`src/rtl/tlc_pkg.sv`:
```
package tlc_pkg;

    localparam int PHASE_W = 2;
    localparam int LAMP_W  = 2;
    localparam int N_PHASE = 4;

    typedef enum logic [PHASE_W-1:0] {
        PH_A_GO   = 2'b00,
        PH_A_WARN = 2'b01,
        PH_B_GO   = 2'b10,
        PH_B_WARN = 2'b11
    } phase_t;

    typedef enum logic [LAMP_W-1:0] {
        LAMP_GREEN  = 2'b00,
        LAMP_YELLOW = 2'b01,
        LAMP_RED    = 2'b10
    } lamp_t;

endpackage

```
`src/rtl/tlc_next.sv`:
```
module tlc_next
    import tlc_pkg::*;
(
    input  phase_t phase_q,
    input  logic   sense_a,
    input  logic   sense_b,
    output phase_t phase_nx
);
    always_comb begin
        phase_nx = phase_q;
        unique case (phase_q)
            PH_A_GO:   phase_nx = sense_a ? PH_A_GO : PH_A_WARN;
            PH_A_WARN: phase_nx = PH_B_GO;
            PH_B_GO:   phase_nx = sense_b ? PH_B_GO : PH_B_WARN;
            PH_B_WARN: phase_nx = PH_A_GO;
            default:   phase_nx = PH_A_GO;
        endcase
    end
endmodule

```
`src/rtl/tlc_state_reg.sv`:
```
module tlc_state_reg
    import tlc_pkg::*;
#(
    parameter bit ONE_HOT = 1'b0
) (
    input  logic   clk,
    input  logic   rst,
    input  phase_t phase_nx,
    output phase_t phase_q
);
    generate
        if (ONE_HOT) begin : g_hot
            typedef struct packed {
                logic [N_PHASE-1:0] hot;
            } hot_st_t;

            hot_st_t st_d, st_q;

            always_comb begin
                st_d = st_q;
                if (rst) st_d.hot = N_PHASE'(1);
                else     st_d.hot = N_PHASE'(1) << phase_nx;
            end

            always_ff @(posedge clk) begin
                st_q <= st_d;
            end

            always_comb begin
                logic [PHASE_W-1:0] acc;
                acc = '0;
                for (int i = 0; i < N_PHASE; i++) begin
                    if (st_q.hot[i]) acc = acc | PHASE_W'(i);
                end
                phase_q = phase_t'(acc);
            end
        end else begin : g_bin
            typedef struct packed {
                phase_t ph;
            } bin_st_t;

            bin_st_t st_d, st_q;

            always_comb begin
                st_d = st_q;
                if (rst) st_d.ph = PH_A_GO;
                else     st_d.ph = phase_nx;
            end

            always_ff @(posedge clk) begin
                st_q <= st_d;
            end

            assign phase_q = st_q.ph;
        end
    endgenerate
endmodule

```
`src/rtl/tlc_lamp_dec.sv`:
```
module tlc_lamp_dec
    import tlc_pkg::*;
(
    input  phase_t phase_q,
    output lamp_t  lamp_a,
    output lamp_t  lamp_b
);
    always_comb begin
        lamp_a = LAMP_RED;
        lamp_b = LAMP_RED;
        unique case (phase_q)
            PH_A_GO:   lamp_a = LAMP_GREEN;
            PH_A_WARN: lamp_a = LAMP_YELLOW;
            PH_B_GO:   lamp_b = LAMP_GREEN;
            PH_B_WARN: lamp_b = LAMP_YELLOW;
            default: begin
                lamp_a = LAMP_RED;
                lamp_b = LAMP_RED;
            end
        endcase
    end
endmodule

```
`src/rtl/tlc_crossing.sv`:
```
module tlc_crossing
    import tlc_pkg::*;
#(
    parameter bit ONE_HOT = 1'b0
) (
    input  logic              clk,
    input  logic              rst,
    input  logic              sense_a,
    input  logic              sense_b,
    output logic [LAMP_W-1:0] lamp_a,
    output logic [LAMP_W-1:0] lamp_b
);
    phase_t phase_q;
    phase_t phase_nx;
    lamp_t  la;
    lamp_t  lb;

    tlc_next u_next (
        .phase_q  (phase_q),
        .sense_a  (sense_a),
        .sense_b  (sense_b),
        .phase_nx (phase_nx)
    );

    tlc_state_reg #(.ONE_HOT(ONE_HOT)) u_state (
        .clk      (clk),
        .rst      (rst),
        .phase_nx (phase_nx),
        .phase_q  (phase_q)
    );

    tlc_lamp_dec u_dec (
        .phase_q (phase_q),
        .lamp_a  (la),
        .lamp_b  (lb)
    );

    assign lamp_a = la;
    assign lamp_b = lb;
endmodule

```
`config.mk`:
```
export PLATFORM = sky130hd
export DESIGN_NAME = tlc_crossing
export DESIGN_NICKNAME = d
export VERILOG_FILES = /design/src/rtl/tlc_pkg.sv /design/src/rtl/tlc_next.sv /design/src/rtl/tlc_state_reg.sv /design/src/rtl/tlc_lamp_dec.sv /design/src/rtl/tlc_crossing.sv
export SDC_FILE = /design/constraint.sdc
export NUM_CORES = 1
export LEC_CHECK = 0
export BUFFER_PORTS_ARGS = -buffer_cell sky130_fd_sc_hd__buf_2
export CELL_PAD_IN_SITES_DETAIL_PLACEMENT = 2
export CELL_PAD_IN_SITES_GLOBAL_PLACEMENT = 2
export CORE_AREA = 2 2 39 41
export CTS_BUF_LIST = sky130_fd_sc_hd__clkbuf_8
export CTS_CLUSTER_SIZE = 40
export DETAILED_ROUTE_END_ITERATION = 6
export DIE_AREA = 0 0 41 43
export GPL_ROUTABILITY_DRIVEN = 0
export PLACE_DENSITY_LB_ADDON = 0.2
export SYNTH_ARGS = -nofsm -noshare
export SYNTH_HDL_FRONTEND = slang
export SYNTH_SLANG_ARGS = --single-unit
export TNS_END_PERCENT = 30
```
`constraint.sdc`:
```
create_clock -name clk -period 2.69 [get_ports clk]
set_input_delay 0 -clock clk [delete_from_list [all_inputs] [get_ports clk]]
set_output_delay 0 -clock clk [all_outputs]
set_load 0.05 [all_outputs]
```
[Yosys cells after proc, flatten, opt, wreduce, memory -nomap -nowiden]
Cells that the tools add are included.
W data, S select, Z words.
Word-level totals
  word-level logic and storage cells: 10
  register bits: 2
  memories kept: 0
  output and inout bits: 4
  bits in writable memories: 0
  latch bits: 0
  input bits: 4
  bits in read-only memories: 0
Operators by class
  $lt $le $gt $ge: 0
  mux-type cells: 5
  bitwise logic cells: 0
  equal/unequal tests: 3
  add/sub/neg operators: 0
  multipliers: 0
  divide/modulo/power cells: 0
  shifts and indexed selects: 0
  reduce and logical (&&, ||, !) cells: 1
Operators with widths (number)
  $pmux W2 S2: 2
  $pmux W2 S4: 1
  $eq A2 B2 Y1 const B: 2
  $eq A2 B1 Y1 const B: 1
  $logic_not A2 Y1: 1
  $mux W1: 2

[Longest topological paths before layout]
  depth after elaboration: 2
  gate-level depth with buffers: 4
  depth with buffers taken out: 4

[Hierarchy]
Synthesis repeated with hierarchy kept, for this count alone.
Second synthesis, totals
  cell total of the unflattened synthesis: 14
  area total of the unflattened synthesis: 121.4 sq um
By module, submodules not included
  tlc_state_reg: area an instance 52.6 sq um, cells each 4, sequential area each 40.0 sq um, instances 1
  tlc_next: area an instance 48.8 sq um, cells each 6, sequential area each 0.0 sq um, instances 1
  tlc_lamp_dec: area an instance 20.0 sq um, cells each 4, sequential area each 0.0 sq um, instances 1

[Least setup slack after synthesis]
OpenSTA, ideal clock, no wires.
  path type: register to output
  start: reg u_state.g_bin.st_q (netlist bit u_state.phase_q[0])
  end: out lamp_b[1]
  buffers on the path: 0
  cell stages (with the launch flop): 3
  required time: 2.690 ns
  setup slack: 1.253 ns
  arrival time: 1.437 ns
  path through: dfxtp_1 > ha_1 > nor2_1
Between the ends
  cells in the longest elaborated chain, start to end: 2
  elaborated cells between the ends (all ways): 3
  those cells by class: 2 x eq/ne; 1 x mux
Ends and longest elaborated chain
  start, declared: RTL line tlc_state_reg.sv:42  | bin_st_t st_d, st_q;
  start signal, assigned: RTL line tlc_state_reg.sv:51  | st_q <= st_d;
  $eq A2 B2 Y1: RTL line tlc_lamp_dec.sv:11  | unique case (phase_q)
  $pmux W2 S2 *: RTL line tlc_lamp_dec.sv:11
  end, declared: RTL line tlc_crossing.sv:11  | output logic [LAMP_W-1:0] lamp_b
Mark *: on every way between the ends. The rest lies on a longest branch, timed or not.

[Worst setup path after layout]
  start: reg u_state.g_bin.st_q (netlist bit u_state.phase_q[0])
  end: out lamp_a[1]
Between the ends
  cells in the longest elaborated chain, start to end: 2
  elaborated cells between the ends (all ways): 3
  those cells by class: 1 x eq/ne; 1 x mux; 1 x reduce/logical
Ends and longest elaborated chain
  $eq A2 B1 Y1 / $logic_not A2 Y1 (equally long branches): RTL line tlc_lamp_dec.sv:11
  $pmux W2 S2 *: RTL line tlc_lamp_dec.sv:11
  end, declared: RTL line tlc_crossing.sv:10  | output logic [LAMP_W-1:0] lamp_a,
Marks and branches as above.

==> PnR_summary.wiki <==
{| class="wikitable"
! Metric !! Value
|-
| Final ANT Viol Nets || 0
|-
| Syn. warnings || 0
|-
| Drt initial violations || 0
|-
| Total global routing track utilization || 4.805%
|-
| DR WL/cell || 7.738 um
|-
| Initial core utilization || a little over a tenth
|-
| Synthesized area per cell || 9.676 um2
|-
| Crit path buf inv count || 2
|-
| Remaining routing DRC violations || 0
|-
| Vias post-DR || between 100 and 150
|-
| Growth of design area from synthesis to finish || 73.28%
|-
| Max-cap viol count || 0
|-
| Pin count of the biggest net entering global routing || 5
|-
| Startpoint class of the critical path || register
|-
| Maximum root-to-sink buffer count || 2
|-
| Worst relative slew slack || 83.55%
|-
| Number of levels the H-tree was split into || 1
|-
| Minimum clock period || 1.261 ns
|-
| Sequential cell area fraction in the yosys report || about 28%
|-
| Synth Area in Compound Gates || roughly 3.4%
|-
| Synth Area in Adders || a little over two fifths
|-
| Clock transition time at the flip-flop clock pins of the worst setup and hold paths || 0.03 ns
|-
| Power density normalized to cell area || 793.7 nW/um2
|-
| Ratio of cells with drive above 1 in the final layout || about two fifths
|-
| Area used by multi-input combinational logic || a little under 100 um2
|-
| Number of instances in the synthesized netlist || 15
|-
| First-pass DRT Iterations || 1
|-
| Total Negative Setup Slacks || 0 ns
|-
| Path type of the worst setup path || register to output pin
|-
| Final standard cell utilization of the core || 18.17%
|-
| Global-route wire length before repair || around 500 um
|-
| Vias per cell || about 3.2
|-
| Remaining global-route overflow || 0
|-
| Final Routed Wirelength || 325 um
|-
| Placeable core area || about 1400 um2
|-
| Arrival time at the worst endpoint || 1.26 ns
|-
| Root Buffer || clkbuf_8
|-
| Worst skew pair latency || between 0.2 and 0.25 ns
|-
| Max Fanout on Critical Path || 4
|-
| TritonCTS clock tree || done
|-
| Main combinational cell family by area after synthesis || adder cells
|-
| Cell-by-cell trace of the critical path || inv_1 -> ha_1 -> nor2_1 -> buf_2
|-
| Number of buffers inserted during clock tree synthesis || 3
|-
| Total number of nets in the final design || 37
|-
| Setup slack of the most critical reg-to-reg path || between 1 and 1.5 ns
|-
| Worst EP required || around 2.7 ns
|-
| Vias in the first global route || about 140
|-
| Pins over their slew limit || 0
|-
| Simple-gate portion of the synthesized area || about a fifth
|-
| Total count of hold-check failures in the final report || 0
|-
| Boundary Pins || 8
|-
| Clk sink count || 2
|-
| Number of rows in the core area || 14
|-
| Cell type group with the largest total delay on the critical path || flip-flops
|-
| Initial antenna violation count || 0
|-
| Quantity of I/O buffers inserted on ports || 7
|-
| Number of different library cells in the post-synthesis netlist || 8
|-
| Netlist area before placement || about 150 um2
|-
| Outcome || finished, final reports clean
|-
| Largest register FFs || 2
|-
| Slew @ Worst Pin || 0.2485 ns
|-
| Die outline height || 43 um
|-
| Hold/Removal Path Class || primary input to register
|-
| FMAX || roughly 0.79 GHz
|-
| Post-CTS Setup Inserts || 0
|-
| Net count after synthesis || 24
|-
| Floorplan die area || 1763 um2
|-
| Static power due to leakage || ~0.13 nW
|-
| Largest voltage drop on the vdd net || about 0.00021 V
|-
| Total area of sequential cells || around 40 um2
|-
| Kind of capture point of the worst setup path || output pin
|-
| Fraction of synthesized cell area in xor and xnor cells || 0%
|-
| CP max stage delay || ~0.38 ns
|-
| Flip-flop and latch count after synthesis || 2
|-
| Die Span X || ~41 um
|-
| Setup-violating endpoint count in the final report || 0
|-
| Cell with the largest stage delay on the worst path || dfxtp_1
|-
| Unrepaired setup endpoints after global routing || false
|-
| Proportion of synthesized area in mux cells || 0%
|-
| Number of antenna repair diodes || 0
|-
| Fin Clk Skew || between 0.0008 and 0.0009 ns
|-
| Post-route clock period utilization || around 47%
|-
| FILL cells || between 150 and 200
|}
==> metrics by stage <==
stage | std cells | instance area, um2 | hold WS [ns] | power [mW] | setup WS (ns)
3_3_place_gp | 38 | 200.2 | 0.1747 | 0.08367 | 1.445
2_1_floorplan | 15 | 145.1 | 0.06907 | 0.07272 | 1.253
4_1_cts | 42 | 251.5 | 0.05900 | 0.2050 | 1.393
6_report | 42 | 251.5 | 0.05903 | 0.1996 | 1.429
3_5_place_dp | 38 | 200.2 | 0.1780 | 0.08411 | 1.411
5_1_grt | 42 | 251.5 | 0.06810 | 0.2122 | 1.327
==> placed cells by master (no fill, tap or decap) <==
cell	count
ha_1	5
dlygate4sd3_1	1
nor2_1	2
a21oi_1	1
or2b_1	1
dfxtp_1	2
inv_1	2
nor2b_1	1
buf_2	7
clkbuf_8	3
or3b_1	1
==> logic make-up after synthesis <==
kind of cell	after synthesis
DFF	2
and+or+nand+nor	5
buffers and inverters	2
AOI/OAI and AO/OA	1
adders and majority gates	5
==> synth_stat cells <==
cell     count  area [um2]
ha_1         5       62.56
dfxtp_1      2       40.04
inv_1        2       7.510
nor2_1       2       7.510
a21oi_1      1       5.000
nor2b_1      1       6.260
or2b_1       1       7.510
or3b_1       1       8.760
==> worst paths after layout <==
path                                 start                            end  cells after the start
max          u_state.phase_q[0]$_SDFF_PP0_                      lamp_a[1]                      4
min                                sense_a  u_state.phase_q[0]$_SDFF_PP0_                      3
max reg2reg  u_state.phase_q[0]$_SDFF_PP0_  u_state.phase_q[0]$_SDFF_PP0_                      4
min reg2reg  u_state.phase_q[1]$_SDFF_PP0_  u_state.phase_q[1]$_SDFF_PP0_                      3
==> metal layers <==
metal  part of all wire [%]  routed length [um]  vias to the layer above  GRT usage (%)
met2                     52                 169                        4          5.938
met1                     41                 134                       61          4.459
met4                      0                   0                        0          8.000
li1                       -                   -                       68              -
met3                    6.5                  21                        0          1.571
met5                      0                   0                        -              0
==> tightest hold or removal path, delay by kind of cell <==
family	cells	cell delay [ns]
AOI/OAI and AO/OA	1	0.05
buffers and inverters	1	0.07
and+or+nand+nor	1	0.09
==> where the power goes <==
| group | switching (mW) | total [mW] | leakage, nW | internal (mW) |
|---|---|---|---|---|
| Combinational | 0.0333 | 0.0478 | 0.0884 | 0.0145 |
| Sequential | 0.00300 | 0.0360 | 0.0165 | 0.0330 |
| Clock | 0.0214 | 0.116 | 0.0216 | 0.0944 |
| Total | 0.0577 | 0.200 | 0.126 | 0.142 |
==> layout make-up <==
class                      count  area share, %
clock buffer                   3          16.42
inverter                       2          2.985
multi-input combinational     11          38.81
sequential                     2          15.92
tap                           16          7.960
timing repair buffer           8          17.91
==> timing repair <==
item,CTS,global route
endpoints found under the hold margin,2,0
resized for setup,0,0
hold buffers,1,0
Note: power is estimated with default switching activity, not from simulation.
